--- src/rtl/dd_pkg.sv ---
package dd_pkg;
  typedef enum logic [2:0] {
    U_ALU = 3'd0,
    U_MUL = 3'd1,
    U_RF  = 3'd2,
    U_LD  = 3'd3,
    U_ST  = 3'd4
  } unit_e;

  localparam int NPOOL = 4;
  localparam int P_ALU = 0;
  localparam int P_MUL = 1;
  localparam int P_LD  = 2;
  localparam int P_ST  = 3;

  typedef struct packed {
    logic        legal;
    logic        pooled;
    logic [1:0]  pool;
    unit_e       unit;
    logic [1:0]  fn;
    logic [1:0]  dst;
    logic [1:0]  s1;
    logic [1:0]  s2;
    logic [15:0] imm;
    logic [29:0] addr;
  } dec_t;
endpackage

--- src/rtl/dd_decode.sv ---
module dd_decode
  import dd_pkg::*;
(
  input  logic [31:0] ins,
  output dec_t        d
);
  logic unused_pad;
  assign unused_pad = ^ins[20:16];

  always_comb begin
    d.legal  = 1'b0;
    d.pooled = 1'b0;
    d.pool   = 2'd0;
    d.unit   = U_ALU;
    d.fn     = 2'd0;
    d.dst    = 2'd0;
    d.s1     = 2'd0;
    d.s2     = 2'd0;
    d.imm    = 16'd0;
    d.addr   = 30'd0;
    if (ins[31]) begin
      d.legal  = 1'b1;
      d.pooled = 1'b1;
      d.addr   = {ins[27:0], 2'b00};
      if (ins[30]) begin
        d.unit = U_LD;
        d.pool = 2'(P_LD);
        d.dst  = ins[29:28];
      end else begin
        d.unit = U_ST;
        d.pool = 2'(P_ST);
        d.s1   = ins[29:28];
      end
    end else begin
      d.fn  = ins[28:27];
      d.dst = ins[26:25];
      d.s1  = ins[24:23];
      d.s2  = ins[22:21];
      d.imm = ins[15:0];
      case (ins[30:29])
        2'b00: begin d.legal = 1'b1; d.pooled = 1'b1; d.unit = U_ALU; d.pool = 2'(P_ALU); end
        2'b01: begin d.legal = 1'b1; d.pooled = 1'b1; d.unit = U_MUL; d.pool = 2'(P_MUL); end
        2'b10: begin d.legal = 1'b1; d.pooled = 1'b0; d.unit = U_RF; end
        default: d.legal = 1'b0;
      endcase
    end
  end
endmodule

--- src/rtl/dd_pick.sv ---
module dd_pick #(
  parameter int N = 2,
  localparam int W = (N > 1) ? $clog2(N) : 1
) (
  input  logic [N-1:0] avail,
  output logic         ok1,
  output logic [W-1:0] idx1,
  output logic         ok2,
  output logic [W-1:0] idx2
);
  always_comb begin
    ok1  = 1'b0;
    idx1 = '0;
    ok2  = 1'b0;
    idx2 = '0;
    for (int i = 0; i < N; i++) begin
      if (avail[i]) begin
        if (!ok1) begin
          ok1  = 1'b1;
          idx1 = W'(i);
        end else if (!ok2) begin
          ok2  = 1'b1;
          idx2 = W'(i);
        end
      end
    end
  end

  // the second choice always ranks above a valid first choice
  always_comb begin
    if (ok2) begin
      a_r5_second_above_first: assert (ok1 && (idx2 > idx1));
    end
  end
endmodule

--- src/rtl/dd_bus_reg.sv ---
module dd_bus_reg
  import dd_pkg::*;
#(
  parameter int SW = 1
) (
  input  logic          clk,
  input  logic          rst,
  input  logic          issue,
  input  dec_t          d,
  input  logic [SW-1:0] sta,
  output logic          vld,
  output logic [2:0]    unit,
  output logic [1:0]    fn,
  output logic [1:0]    dst,
  output logic [1:0]    src1,
  output logic [1:0]    src2,
  output logic [SW-1:0] sta_q,
  output logic [15:0]   imm,
  output logic [29:0]   addr
);
  always_ff @(posedge clk) begin
    if (rst) begin
      vld   <= 1'b0;
      unit  <= 3'd0;
      fn    <= 2'd0;
      dst   <= 2'd0;
      src1  <= 2'd0;
      src2  <= 2'd0;
      sta_q <= '0;
      imm   <= 16'd0;
      addr  <= 30'd0;
    end else begin
      vld <= issue;
      if (issue) begin
        unit  <= 3'(d.unit);
        fn    <= d.fn;
        dst   <= d.dst;
        src1  <= d.s1;
        src2  <= d.s2;
        sta_q <= sta;
        imm   <= d.imm;
        addr  <= d.addr;
      end
    end
  end

  // an idle slot keeps its previous contents
  a_r9_idle_slot_stable: assert property (@(posedge clk) disable iff (rst)
    !vld |-> ($stable(unit) && $stable(dst) && $stable(src1) && $stable(src2) &&
              $stable(sta_q) && $stable(imm) && $stable(addr) && $stable(fn)));
endmodule

--- src/rtl/dual_dispatch.sv ---
module dual_dispatch
  import dd_pkg::*;
#(
  parameter int NSTA = 2,
  localparam int SW = (NSTA > 1) ? $clog2(NSTA) : 1
) (
  input  logic                  clk,
  input  logic                  rst,
  input  logic [1:0]            in_vld,
  input  logic [1:0][31:0]      in_ins,
  output logic                  in_rdy,
  input  logic [NSTA-1:0]       free_alu,
  input  logic [NSTA-1:0]       free_mul,
  input  logic [NSTA-1:0]       free_ld,
  input  logic [NSTA-1:0]       free_st,
  input  logic                  cf_full,
  output logic [1:0]            bus_vld,
  output logic [1:0][2:0]       bus_unit,
  output logic [1:0][1:0]       bus_fn,
  output logic [1:0][1:0]       bus_dst,
  output logic [1:0][1:0]       bus_src1,
  output logic [1:0][1:0]       bus_src2,
  output logic [1:0][SW-1:0]    bus_sta,
  output logic [1:0][15:0]      bus_imm,
  output logic [1:0][29:0]      bus_addr
);
  localparam int NSLOT = 2;

  logic [NSLOT-1:0]             pv;
  logic [NSLOT-1:0][31:0]       pins;
  dec_t                         dec [NSLOT];
  logic [NPOOL-1:0][NSTA-1:0]   free_raw;
  logic [NPOOL-1:0][NSTA-1:0]   mask_q;
  logic [NPOOL-1:0][NSTA-1:0]   alloc_d;
  logic [NPOOL-1:0]             ok1, ok2;
  logic [NPOOL-1:0][SW-1:0]     idx1, idx2;
  logic                         share, res0, res1, go0, go1, done0;
  logic [NSLOT-1:0]             iss;
  logic [NSLOT-1:0][SW-1:0]     sta;

  assign free_raw[P_ALU] = free_alu;
  assign free_raw[P_MUL] = free_mul;
  assign free_raw[P_LD]  = free_ld;
  assign free_raw[P_ST]  = free_st;

  // Decode each pending slot
  for (genvar k = 0; k < NSLOT; k++) begin : g_dec
    dd_decode u_dec (.ins(pins[k]), .d(dec[k]));
  end

  // Rank free stations in each pool, skipping those claimed last cycle
  for (genvar p = 0; p < NPOOL; p++) begin : g_pool
    dd_pick #(.N(NSTA)) u_pick (
      .avail(free_raw[p] & ~mask_q[p]),
      .ok1(ok1[p]), .idx1(idx1[p]), .ok2(ok2[p]), .idx2(idx2[p])
    );
  end

  // Issue decision: slot 0 older, in order
  always_comb begin
    share = pv[0] && dec[0].legal && dec[0].pooled && dec[1].pooled &&
            (dec[0].pool == dec[1].pool);
    res0  = !dec[0].pooled || ok1[dec[0].pool];
    res1  = !dec[1].pooled || (share ? ok2[dec[1].pool] : ok1[dec[1].pool]);
    go0   = pv[0] && (!dec[0].legal || (!cf_full && res0));
    done0 = !pv[0] || go0;
    go1   = pv[1] && done0 && (!dec[1].legal || (!cf_full && res1));
    iss[0] = go0 && dec[0].legal;
    iss[1] = go1 && dec[1].legal;
    sta[0] = dec[0].pooled ? idx1[dec[0].pool] : '0;
    sta[1] = !dec[1].pooled ? '0 : (share ? idx2[dec[1].pool] : idx1[dec[1].pool]);
    in_rdy = done0 && (!pv[1] || go1);
  end

  // Stations claimed this cycle
  always_comb begin
    alloc_d = '0;
    for (int k = 0; k < NSLOT; k++) begin
      if (iss[k] && dec[k].pooled) begin
        alloc_d[dec[k].pool][sta[k]] = 1'b1;
      end
    end
  end

  always_ff @(posedge clk) begin
    if (rst) begin
      pv     <= '0;
      pins   <= '0;
      mask_q <= '0;
    end else begin
      mask_q <= alloc_d;
      if (in_rdy) begin
        pv   <= in_vld;
        pins <= in_ins;
      end else begin
        pv[0] <= pv[0] && !go0;
        pv[1] <= pv[1] && !go1;
      end
    end
  end

  // Registered instruction buses
  for (genvar k = 0; k < NSLOT; k++) begin : g_bus
    logic          b_vld;
    logic [2:0]    b_unit;
    logic [1:0]    b_fn, b_dst, b_s1, b_s2;
    logic [SW-1:0] b_sta;
    logic [15:0]   b_imm;
    logic [29:0]   b_addr;
    dd_bus_reg #(.SW(SW)) u_bus (
      .clk(clk), .rst(rst), .issue(iss[k]), .d(dec[k]), .sta(sta[k]),
      .vld(b_vld), .unit(b_unit), .fn(b_fn), .dst(b_dst), .src1(b_s1),
      .src2(b_s2), .sta_q(b_sta), .imm(b_imm), .addr(b_addr)
    );
    assign bus_vld[k]  = b_vld;
    assign bus_unit[k] = b_unit;
    assign bus_fn[k]   = b_fn;
    assign bus_dst[k]  = b_dst;
    assign bus_src1[k] = b_s1;
    assign bus_src2[k] = b_s2;
    assign bus_sta[k]  = b_sta;
    assign bus_imm[k]  = b_imm;
    assign bus_addr[k] = b_addr;
  end

  // a full completion file lets nothing onto the buses
  a_r8_full_blocks_issue: assert property (@(posedge clk) disable iff (rst)
    $past(cf_full) |-> (bus_vld == 2'b00));

  // two pooled instructions of one pool never share a station
  a_r5_distinct_stations: assert property (@(posedge clk) disable iff (rst)
    (bus_vld == 2'b11 && bus_unit[0] == bus_unit[1] && bus_unit[0] != 3'(U_RF))
      |-> (bus_sta[0] != bus_sta[1]));

  // a station shown on a bus is not shown again in the next cycle
  for (genvar j = 0; j < NSLOT; j++) begin : g_chk_a
    for (genvar k = 0; k < NSLOT; k++) begin : g_chk_b
      a_r10_no_back_to_back_claim: assert property (@(posedge clk) disable iff (rst)
        (bus_vld[j] && bus_unit[j] != 3'(U_RF)) |=>
          !(bus_vld[k] && bus_unit[k] == $past(bus_unit[j]) && bus_sta[k] == $past(bus_sta[j])));
    end
  end
endmodule

--- config.mk ---
export PLATFORM = sky130hd
export DESIGN_NAME = dual_dispatch
export DESIGN_NICKNAME = d
export VERILOG_FILES = /design/src/rtl/dd_pkg.sv /design/src/rtl/dd_decode.sv /design/src/rtl/dd_pick.sv /design/src/rtl/dd_bus_reg.sv /design/src/rtl/dual_dispatch.sv
export SDC_FILE = /design/constraint.sdc
export NUM_CORES = 1
export LEC_CHECK = 0
export ABC_AREA = 1
export BUFFER_PORTS_ARGS = -buffer_cell sky130_fd_sc_hd__buf_2
export CAP_MARGIN = 30
export CORE_ASPECT_RATIO = 0.6
export CORE_MARGIN = 2
export CORE_UTILIZATION = 30
export DETAILED_ROUTE_END_ITERATION = 16
export SYNTH_ARGS = -nofsm -noshare
export SYNTH_HDL_FRONTEND = slang
export SYNTH_SLANG_ARGS = --single-unit
--- constraint.sdc ---
create_clock -name clk -period 4.3 [get_ports clk]
set_input_delay 0.43 -clock clk [delete_from_list [all_inputs] [get_ports clk]]
set_output_delay 0.43 -clock clk [all_outputs]
set_load 0.01 [all_outputs]
* Yosys cells after proc, flatten, opt, wreduce, memory -nomap -nowiden *
Cells that the tools add are included.
Widths: inputs -> output; s select.

storage, ports and cells
  register bits after elaboration = 192
  input bits = 77
  output and inout bits = 119

cells by class
  $lt $le $gt $ge = 8
  equal/unequal tests = 5
  mux-type cells = 73
  bitwise logic cells = 9
  reductions and logical operators = 41

operators with widths
  cell                number
  $mux 30             2
  $mux 1              41
  $mux 18             2
  $logic_and 1x1->1   20
  $mux 2              9
  $mux 4              4
  $mux 8              2
  $mux 7              2
  $bmux 1 s2          5
  $logic_not 1->1     9
  $and 2x2->2         4
  $demux 2 s2         2
  $not 2->2           4
  $or 8x8->8          1
  $pmux 2 s2          2
  $logic_or 1x1->1    6
  $lt 2x3->1 const B  2
  $reduce_or 3->1     2
  $eq 2x1->1 const B  2
  $eq 2x2->1 const B  2
  $ge 2x1->1 const B  2
  $logic_not 2->1     2
  $lt 1x2->1 const B  2
  $reduce_or 2->1     2
  other kinds (3)     5

* Logic depth before layout (Yosys ltp) *
Gate-level depths: netlist of the first run.

  depth in word-level cells = 18
  depth in mapped cells = 17

* By module *
A second synthesis of the first run with hierarchy kept.

second synthesis, totals
  cell total of the unflattened synthesis = 1592
  area, all modules = 9593.0 um2

modules (own cells, without submodules)
  module         instances  cells an instance  area an instance (um2)  seq. area each (um2)
  dd_bus_reg     2          371                2409.8                  1181.1
  dual_dispatch  1          568                3567.2                  1481.4
  dd_decode      2          127                543.0                   0.0
  dd_pick        4          7                  30.0                    0.0

* Worst setup path before layout of the first run *
No wires, ideal clock.

  path kind = register to output
  from = register pins[30] (netlist bit)
  to = output in_rdy
  arrival = 1.726 ns
  required time = 3.870 ns
  slack = 2.144 ns
  cell stages (with the launch flop) = 13
  path buffers = 2
  cells stage by stage = dfxtp_1 inv_2 nand2_1 nor2_2 nand2_1 inv_2 nor2_1 nand2_1 nand2_1 nand2_2 buf_2 buf_2 a21boi_0

between the ends
  longest elaborated chain between the ends = 15
  elaborated cells on any way between the ends = 32
  classes of those cells = eq/ne (3); mux (8); reduce/logical (21)

RTL lines
  what                                                 line                 text
  start, declared                                      dual_dispatch.sv:30  logic [NSLOT-1:0][31:0] pins;
  start signal, assigned                               dual_dispatch.sv:94  pins <= in_ins;
  $eq 2x2->1, or another cell as far along             dd_decode.sv:40      case (ins[30:29])
  $reduce_or 3->1 (no line)                            n/a
  $mux 1                                               dd_decode.sv:40
  $mux 7 (*)                                           dd_decode.sv:21      if (ins[31]) begin
  branches (longest 10 deep; another with $bmux 1 s2)  n/a
  $logic_and 1x1->1 (*)                                dual_dispatch.sv:72  in_rdy = done0 && (!pv[1] || go1);
  end, declared                                        dual_dispatch.sv:11  output logic in_rdy,

Every way passes the cells marked *. The select of a mux whose other input is x is not followed.

* Worst setup path after layout of the first run *
  from = register pins[31] (netlist bit)
  to = output in_rdy

between the ends
  longest elaborated chain between the ends = 12
  elaborated cells on any way between the ends = 23
  classes of those cells = eq/ne (1); mux (4); reduce/logical (18)

RTL lines
  what                                                               line                                      text
  $mux 7 (*)                                                         dd_decode.sv:21
  $bmux 1 s2 or $logic_and 1x1->1 (tied branches)                    dual_dispatch.sv:63, dual_dispatch.sv:61
  $mux 1 (not written as such) or $logic_and 1x1->1 (tied branches)  dual_dispatch.sv:63, dual_dispatch.sv:61
  $logic_or 1x1->1 or $logic_and 1x1->1 (tied branches)              dual_dispatch.sv:63, dual_dispatch.sv:61
  $logic_and 1x1->1 (on tied branches)                               dual_dispatch.sv:65, dual_dispatch.sv:61
  $logic_or 1x1->1 or $mux 1 (tied branches)                         dual_dispatch.sv:65, dual_dispatch.sv:64
  $logic_and 1x1->1 or $logic_or 1x1->1 (tied branches)              dual_dispatch.sv:65, dual_dispatch.sv:64
  $logic_or 1x1->1 or $logic_and 1x1->1 (tied branches)              dual_dispatch.sv:66, dual_dispatch.sv:67
  $logic_and 1x1->1 or $logic_or 1x1->1 (tied branches)              dual_dispatch.sv:67                       go1 = pv[1] && done0 && (!dec[1].legal || (!cf_full && res1));
  $logic_and 1x1->1                                                  dual_dispatch.sv:67
  $logic_or 1x1->1                                                   dual_dispatch.sv:72
  $logic_and 1x1->1 (*)                                              dual_dispatch.sv:72

Every way passes the cells marked *; elsewhere a longest branch is shown, timed or not. The select of a mux whose other input is x is not followed.

==> impl_metrics.csv, run 1 <==
group,metric,value,unit
worst_setup_path,r2r_end,"g_bus[1].u_bus.dst[1]",
worst_setup_path,worst-path-max-fanout,71,
synth,yosysUniqueCellTypes,27,
cells_and_area,area_delta_synth_final,22.0,%
clock_tree,numCtsBuffers,17,
floorplanning,dieArea,27800,um^2
timing,fin_skew,0.0101,ns
worst_setup_path,slowest_stage,"buf_4",
floorplanning,io_pins,196,
clock_tree,clock_sinks,188,
cells_and_area,num-fill-cells,2874,
worst_setup_path,required,3.87,ns
placement,port_buffers,191,
timing,fmax,0.287,GHz
synth,ys_seq_area_share,47.5,%
worst_setup_path,cp.arrival,3.05,ns
worst_setup_path,crit_chain,"inv_2, nand2_1, nand2_1, nor2_1, nand2_1, nand2_1, nand2_4, buf_4, a21boi_0, buf_2",
timing,drv_slew,0,
worst_setup_path,reg2reg_from,"pins[31]",
cells_and_area,final_cell_mix,"243 x nand2_1, 234 x nand3_1, 191 x buf_2, 186 x dfxtp_1, 92 x inv_1",
global_routing,grt_pass1_wl,37.6,mm
worst_setup_path,reg2reg_slack,1.29,ns
routing,viasPerCell,4.66,
worst_setup_path,endpoint_kind,"output pin",
cells_and_area,ff_latch_area,3770,um^2
worst_setup_path,path_class,"register to output pin",
floorplanning,row_count,46,
routing,ant_nets,0,
worst_setup_path,cp-start-kind,"register",
synth,yosysWarnings,0,
clock_tree,clockBufferDepth,2,
min_path,hold_class,"input pin to register",
timing,relSlewSlack,41.8,%
pwr,total_power,4.33,mW
pwr,peakVddDrop,264,uV
cells_and_area,final_common_cell,"nand2_1",
pwr,p_leak,4.78,nW
placement,post_dp_cell_area,9020,um^2
cells_and_area,stdcell_count,1627,
clock_tree,cts_hold_buf,0,
routing,vias,7580,
clock_tree,cts_tree,"yes",
placement,dp_hpwl,16.2,mm
floorplanning,die_w,214,um
cells_and_area,multi_input_area,3340,um^2
worst_setup_path,critPathMostFrequentCell,"nand2_1",
global_routing,grt_max_degree,108,
timing,grt_setup_unrepaired,"false",
timing,finalSetupTns,0,ns
routing,drt_iter0_drc,462,
synth,synth_seq_cells,188,
run_status,status,"complete, no violations",
global_routing,overflow,0,
global_routing,antenna_found_initial,5,
timing,period_share,81.0,%
timing,final_hold_viol_count,0,
timing,setup_viol,0,
cells_and_area,nets,1328,
routing,first_pass_iters,5,
clock_tree,root_buffer,"clkbuf_16",
cells_and_area,design_area,9660,um^2
clock_tree,cts_setup_buffers,0,
synth,syn_inst,1116,
worst_setup_path,slowest_delay,0.58,ns
clock_tree,clk_pin_slew,0.08,ns
timing,period_needed,3.48,ns
flow_run,cap_violations,0,
placement,dp.cells,1592,
synth,avgSynthCellArea,7.10,um^2
timing,worstMarginPinSlew,0.874,ns
floorplanning,core_region_area,26200,um^2
floorplanning,fp.dieH,130,um
worst_setup_path,cp-endpoint,"in_rdy",
clock_tree,insertion_delay,0.45,ns
global_routing,grt_pass1_vias,6714,
routing,drt-total-wl,24.5,mm
placement,place.gp.congestion,0.865,
synth,syn_area,7920,um^2
worst_setup_path,r2r_cells,15,
clock_tree,cts.htree.levels,4,
routing,wl_per_cell,15.0,um
clock_tree,cts-resized-gates,0,
cells_and_area,drive_gt1_share,20.6,%
pwr,powerDensity,448,nW/um^2
routing,remaining_drc_errors,0,
worst_setup_path,worstSetupStartpoint,"pins[31]",
floorplanning,initial_core_util,30.2,%
global_routing,grt_use_total,17.7,%
## kinds of logic (layout without fill, tap and decap cells)
group | count (synthesis) | count (layout) | share of synthesized area [%]
buffers and inverters | 195 | 340 | 10.9
DFF | 188 | 188 | 47.5
AOI/OAI and AO/OA | 160 | 160 | 10.4
and+or+nand+nor | 572 | 572 | 31.2
other | 1 | 7 | 0.0473
## per-stage QoR
stage,worst slack [ns],utilization [%],hold WS [ns]
after floorplan,2.14,-,0.440
after global placement,1.31,34.4,0.450
after detailed placement,1.29,34.4,0.454
after CTS,0.768,36.9,0.196
after global routing,0.577,36.9,0.214
final,0.816,36.9,0.225
## worst min path at each step
stage	cells past startpoint	slack, ns	endpoint	from
after global routing	3	0.21	pv[0]	in_vld[0]
after floorplan	2	0.44	g_bus[1].u_bus.addr[18]	pins[48]
after CTS	3	0.20	pv[1]	in_vld[1]
after detailed placement	2	0.45	g_bus[1].u_bus.dst[0]	g_bus[1].u_bus.dst[0]
after global placement	2	0.45	g_bus[1].u_bus.unit[1]	g_bus[1].u_bus.unit[1]
final	3	0.22	pv[0]	in_vld[0]
## synth_stat cells
cell type,count,share of area (%)
nand4_1,4,0.32
o21ai_1,51,3.2
a21boi_0,1,0.095
nand2_1,244,12
nor3_1,1,0.063
a21boi_1,1,0.095
o31ai_1,3,0.28
a31oi_1,1,0.079
o22ai_1,2,0.16
conb_1,1,0.047
nor2_2,2,0.16
nand2_2,2,0.16
o21ai_0,10,0.63
nor2_1,82,3.9
a21oi_1,89,5.6
buf_4,20,1.9
buf_6,4,0.57
nand3_2,1,0.13
nand3_1,236,15
clkbuf_1,26,1.2
a21oi_2,1,0.11
inv_1,93,4.4
buf_1,24,1.1
dfxtp_1,188,48
buf_2,18,1.1
a211oi_1,1,0.095
inv_2,10,0.47
## power breakdown
group	internal (mW)	switching (mW)
clock network	0.986	0.748
logic	0.208	0.461
registers	1.85	0.0806
total	3.04	1.29
## sequential cells by signal, indices dropped and copies added, names as in the netlist
signal,cells
pins,64
g_bus.u_bus.addr,56
g_bus.u_bus.src1,4
g_bus.u_bus.unit,6
g_bus.u_bus.src2,4
pv,2
g_bus.u_bus.vld,2
g_bus.u_bus.imm,32
mask_q,8
g_bus.u_bus.dst,4
g_bus.u_bus.fn,4
g_bus.u_bus.sta_q,2
## cell type report
cell class,count,share of cell area (%)
Antenna cell,3,0.0777
Tap cell,360,4.66
Timing Repair Buffer,205,11.1
Clock inverter,15,2.19
Inverter,103,4.05
Multi-Input combinational cell,736,34.5
Sequential cell,188,39.0
Clock buffer,17,4.40
## metal layers
metal / share of wire, % / wire [um] / up-vias / global-route usage (%)
met5: 0.11 / 27 / - / 0
met2: 39 / 9590 / 197 / 23.6
met4: 1.1 / 259 / 4 / 5.56
met3: 7.3 / 1790 / 22 / 5.37
met1: 52 / 12800 / 3471 / 26.7
li1: - / - / 3886 / -
## critical path, delay by kind of cell, from the launching register on
family | cells | cell delay [ns]
AO/OA/AOI/OAI | 1 | 0.26
AND/OR/NAND/NOR | 6 | 0.78
buffers and inverters | 3 | 1.22
flip-flops | 1 | 0.33
No activity file was read; power rests on OpenSTA's default activity.
==> run 2: changes to the inputs <==
Clock period 4.3 ns to 3.16 ns, I/O delays scaled along.
==> run 2 against run 1 <==
Hold slack worse by 0.11 ns. Die area stayed put. Setup slack worse by 0.49 ns. Critical path depth up 1. Clock power increased by 32%. Count of clock-buffer cells in the layout is 3 higher. Sequential power is 37% higher. Final cell count up 0.61%. Critical endpoint unchanged. Register-to-register slack worse by 0.79 ns. Sequential share of layout area is 0.42 points lower. Flip-flop and latch count is the same. Total power up 35%.
==> impl_metrics.csv, run 2 (synthesis results as in run 1) <==
group,metric,value,unit
run_status,status,"complete, no violations",
placement,dp_slack,0.506,ns
routing,drt-total-wl,24.8,mm
cells_and_area,reg_top3,"pins (64), g_bus.u_bus.addr (56), g_bus.u_bus.imm (32)",
timing,final_hold_viol_count,0,
routing,viasPerCell,4.65,
clock_tree,cts.htree.levels,4,
global_routing,grt_use_total,17.8,%
floorplanning,io_pins,196,
routing,remaining_drc_errors,0,
timing,postLayoutSetupSlackWorst,0.325,ns
worst_setup_path,r2r_cells,14,
placement,port_buffers,191,
timing,worstMarginPinSlew,0.633,ns
worst_setup_path,worst-path-max-fanout,61,
timing,fin_skew,0.0117,ns
global_routing,grt_max_degree,66,
worst_setup_path,cp-endpoint,"in_rdy",
timing,setup_viol,0,
floorplanning,core_region_area,26200,um^2
floorplanning,fp.dieH,130,um
clock_tree,cts_setup_buffers,0,
clock_tree,root_buffer,"clkbuf_16",
clock_tree,insertion_delay,0.45,ns
worst_setup_path,reg2reg_slack,0.50,ns
worst_setup_path,path_class,"register to output pin",
timing,relSlewSlack,57.8,%
worst_setup_path,required,2.84,ns
worst_setup_path,cp.arrival,2.52,ns
floorplanning,die_w,214,um
global_routing,grt_pass1_wl,37.8,mm
cells_and_area,area_delta_synth_final,23.3,%
timing,period_needed,2.83,ns
floorplanning,row_count,46,
clock_tree,clockBufferDepth,2,
timing,whs,0.113,ns
cells_and_area,nets,1337,
floorplanning,dieArea,27800,um^2
routing,vias,7620,
timing,grt_setup_unrepaired,"false",
cells_and_area,final_common_cell,"nand2_1",
clock_tree,numCtsBuffers,17,
clock_tree,cts_tree,"yes",
clock_tree,clock_sinks,188,
routing,drt_iter0_drc,519,
pwr,peakVddDrop,344,uV
worst_setup_path,r2r_end,"g_bus[1].u_bus.addr[21]",
routing,first_pass_iters,5,
worst_setup_path,worstSetupStartpoint,"pins[29]",
floorplanning,initial_core_util,30.2,%
placement,dp_hpwl,17.1,mm
cells_and_area,num-fill-cells,2852,
worst_setup_path,cp-start-kind,"register",
pwr,total_power,5.86,mW
cells_and_area,drive_gt1_share,21.1,%
global_routing,grt_pass1_vias,6666,
timing,period_share,89.7,%
pwr,powerDensity,600,nW/um^2
cells_and_area,final_cell_mix,"243 x nand2_1, 234 x nand3_1, 191 x buf_2, 186 x dfxtp_1, 92 x inv_1",
cells_and_area,regMostFlops,"pins",
cells_and_area,largest_register_ffs,64,
worst_setup_path,endpoint_kind,"output pin",
timing,finalSetupTns,0,ns
flow_run,cap_violations,0,
global_routing,overflow,0,
routing,ant_nets,0,
clock_tree,clk_pin_slew,0.07,ns
routing,wl_per_cell,15.2,um
timing,drv_slew,0,
worst_setup_path,reg2reg_from,"pins[31]",
min_path,hold_class,"input pin to register",
placement,place.gp.congestion,0.917,
global_routing,antenna_found_initial,8,
timing,fmax,0.353,GHz
pwr,p_leak,4.84,nW
-- run 2: cell count changes in the layout (fill, tap and decap cells not counted), moves of 2 or more --
cell,before,now
buf_12,1,5
buf_4,13,17
clkbuf_8,0,2
clkinv_4,1,3
inv_6,6,2
-- run 2: critical path, cell delays in order (launching register included) --
cell,delay [ns]
dfxtp_1,0.45
nand2_1,0.12
nor2_2,0.20
nand2_1,0.10
inv_2,0.05
nor2_1,0.04
nand2_1,0.10
nand2_1,0.12
nand2_4,0.10
buf_6,0.40
a21boi_0,0.21
buf_2,0.17
-- run 2: layout make-up --
class | instances | area, um^2 | share of cell area [%]
Sequential cell | 188 | 3770 | 38.6
Inverter | 103 | 392 | 4.01
Timing Repair Buffer | 214 | 1190 | 12.2
Tap cell | 360 | 450 | 4.61
Multi-Input combinational cell | 736 | 3340 | 34.2
Clock inverter | 12 | 161 | 1.65
Clock buffer | 20 | 457 | 4.67
Antenna cell | 4 | 10.0 | 0.102
-- run 2: what timing repair did --
item / CTS / global route
resized for setup: 0 / 1
hold endpoints to repair: 0 / 0
hold buffers: 0 / 0
setup endpoints to repair: 0 / 1
-- run 2: worst min-delay path by stage --
stage	startpoint	end	slack, ns	cells past startpoint
6_report	in_vld[0]	pv[0]	0.11	3
5_1_grt	in_vld[1]	pv[1]	0.11	3
4_1_cts	in_vld[0]	pv[0]	0.09	3
3_5_place_dp	g_bus[1].u_bus.src1[1]	g_bus[1].u_bus.src1[1]	0.45	2
3_3_place_gp	pins[48]	g_bus[1].u_bus.addr[18]	0.45	2
2_1_floorplan	rst	g_bus[1].u_bus.unit[0]	0.39	1
-- run 2: per-stage QoR --
| step | utilization [%] | area (um^2) | std cells |
|---|---|---|---|
| 6_report | 37.3 | 9770 | 1637 |
| 2_1_floorplan | - | 7930 | 1119 |
| 4_1_cts | 37.3 | 9760 | 1633 |
| 5_1_grt | 37.3 | 9760 | 1635 |
| 3_3_place_gp | 34.9 | 9140 | 1601 |
| 3_5_place_dp | 34.9 | 9140 | 1601 |
-- run 2: where the power goes --
group / switching [mW] / total, mW / internal (mW)
Combinational: 0.625 / 0.932 / 0.307
Sequential: 0.120 / 2.64 / 2.52
Clock: 0.992 / 2.29 / 1.30
-- run 2: metal layers --
metal	part of all wire (%)	up-vias	track usage, %
li1	-	3904	-
met1	52	3486	27.1
met2	39	191	23.6
met3	7.0	29	5.51
met4	1.1	10	5.07
met5	0.29	-	0
==> run 3: changes to the inputs <==
Settings changed: SKIP_CTS_REPAIR_TIMING set to 1.
Clock period 3.16 ns to 3 ns, I/O delays scaled along.
==> run 3 against run 2 <==
Count of clock-buffer cells in the layout is 2 lower. Hold slack is essentially flat. Clock skew grew 0.00086 ns. Via count is 0.20% lower. Sequential share of layout area about the same. Flip-flop and latch count is the same. Critical path depth unchanged. Non-clock buffer count rose by 2. Combinational power grew 7.0%. Largest cell class unchanged. Highest routed layer unchanged.
==> impl_metrics.csv, run 3 (synthesis results as in run 1) <==
group,metric,value,unit
run_status,status,"complete, no violations",
global_routing,grt_use_total,18.1,%
floorplanning,io_pins,196,
global_routing,antenna_found_initial,8,
global_routing,grt_pass1_wl,38.2,mm
routing,viasPerCell,4.64,
floorplanning,core_region_area,26200,um^2
timing,whs,0.113,ns
clock_tree,cts.htree.levels,4,
worst_setup_path,slowest_delay,0.44,ns
cells_and_area,regMostFlops,"pins",
pwr,p_sw_share,31.1,%
worst_setup_path,critPathMostFrequentCell,"nand2_1",
global_routing,overflow,0,
flow_run,cap_violations,0,
placement,port_buffers,191,
pwr,p_int,4.18,mW
worst_setup_path,cp-start-kind,"register",
pwr,p_leak,4.84,nW
cells_and_area,stdcell_count,1638,
placement,place.gp.congestion,0.835,
global_routing,grt_max_degree,96,
clock_tree,cts_tree,"yes",
clock_tree,clock_sinks,188,
cells_and_area,largest_register_ffs,64,
cells_and_area,drive_gt1_share,21.3,%
worst_setup_path,crit_chain,"nand2_1, nor2_2, nand2_1, inv_2, nor2_1, nand2_1, nand2_1, nand2_4, buf_8, a21boi_0, buf_2",
min_path,hold_class,"input pin to register",
timing,drv_slew,0,
worst_setup_path,worstSetupStartpoint,"pins[29]",
worst_setup_path,reg2reg_from,"pins[63]",
timing,final_hold_viol_count,0,
cells_and_area,post-route-util,37.3,%
worst_setup_path,crit_family,"simple AND/OR/NAND/NOR gates",
floorplanning,row_count,46,
clock_tree,root_buffer,"clkbuf_16",
routing,drt_iter0_drc,569,
worst_setup_path,slowest_stage,"dfxtp_1",
pwr,p_seq_share,45.6,%
timing,relSlewSlack,49.0,%
clock_tree,clk_pin_slew,0.07,ns
pwr,p_comb_share,16.4,%
pwr,peakVddDrop,370,uV
global_routing,grt_pass1_vias,6641,
routing,first_pass_iters,5,
timing,fin_skew,0.0125,ns
cells_and_area,area_delta_synth_final,23.2,%
floorplanning,initial_core_util,30.2,%
clock_tree,insertion_delay,0.45,ns
routing,remaining_drc_errors,0,
worst_setup_path,required,2.70,ns
cells_and_area,final_cell_mix,"243 x nand2_1, 234 x nand3_1, 191 x buf_2, 186 x dfxtp_1, 92 x inv_1",
pwr,powerDensity,623,nW/um^2
timing,period_share,90.4,%
worst_setup_path,path_class,"register to output pin",
floorplanning,dieArea,27800,um^2
clock_tree,numCtsBuffers,17,
cells_and_area,nets,1339,
timing,period_needed,2.71,ns
routing,wl_per_cell,15.3,um
cells_and_area,final_common_cell,"nand2_1",
cells_and_area,reg_top3,"pins (64), g_bus.u_bus.addr (56), g_bus.u_bus.imm (32)",
timing,fmax,0.369,GHz
worst_setup_path,crit_buf_inv,3,
routing,vias,7605,
timing,worstMarginPinSlew,0.765,ns
worst_setup_path,cp.arrival,2.41,ns
routing,drt-total-wl,25.1,mm
timing,setup_viol,0,
clock_tree,clockBufferDepth,2,
worst_setup_path,worst-path-max-fanout,56,
pwr,clkPwrFrac,38.0,%
timing,grt_setup_unrepaired,"false",
floorplanning,die_w,214,um
floorplanning,fp.dieH,130,um
placement,dp_hpwl,17.2,mm
pwr,p_sw,1.89,mW
timing,finalSetupTns,0,ns
placement,dp.cells,1603,
min_path,hold_start,"in_vld[0]",
worst_setup_path,endpoint_kind,"output pin",
routing,ant_nets,0,
## run 3: power by group through the flow
stage / clock network [mW] / logic (mW) / registers [mW]
floorplan: 0 / 0.685 / 2.80
detailed placement: 0 / 0.994 / 2.83
global placement: 0 / 0.989 / 2.83
finish: 2.31 / 0.997 / 2.77
global route: 2.48 / 1.12 / 2.79
CTS: 2.38 / 0.997 / 2.77
## run 3: routing by layer
layer  vias to the layer above  global-route usage, %  wire length (um)
li1                       3915                      -                 -
met1                      3464                   27.4             13100
met2                       188                   23.7              9800
met3                        28                   6.50              1880
met4                        10                   4.08               176
met5                         -                      0                70
## run 3: tightest hold or removal path: stages
cell and delay, ns:
buf_2 0.09, nand2_1 0.06, a21oi_1 0.06
## run 3: area by class of cell
class	instances	area (um^2)
fill	2878	16400
inverter	103	392
antenna	3	7.51
clock buffer	18	439
clock inverter	14	151
timing repair buffer	216	1210
multi-input combinational	736	3340
sequential	188	3770
tap	360	450
## run 3: metrics by stage
step	power (mW)	worst slack, ns	instance area, um^2
global route	6.40	0.00122	9750
finish	6.08	0.289	9760
global placement	3.81	0.614	9150
CTS	6.15	0.0972	9740
floorplan	3.49	0.974	7930
detailed placement	3.82	0.537	9150
## run 3: path summary, 6_finish.rpt
kind,end,slack (ns),depth (start not counted)
hold / removal,pv[0],0.11,3
hold reg to reg,g_bus[1].u_bus.dst[0],0.47,2
setup reg to reg,g_bus[1].u_bus.imm[6],0.53,13
setup / recovery,in_rdy,0.29,11
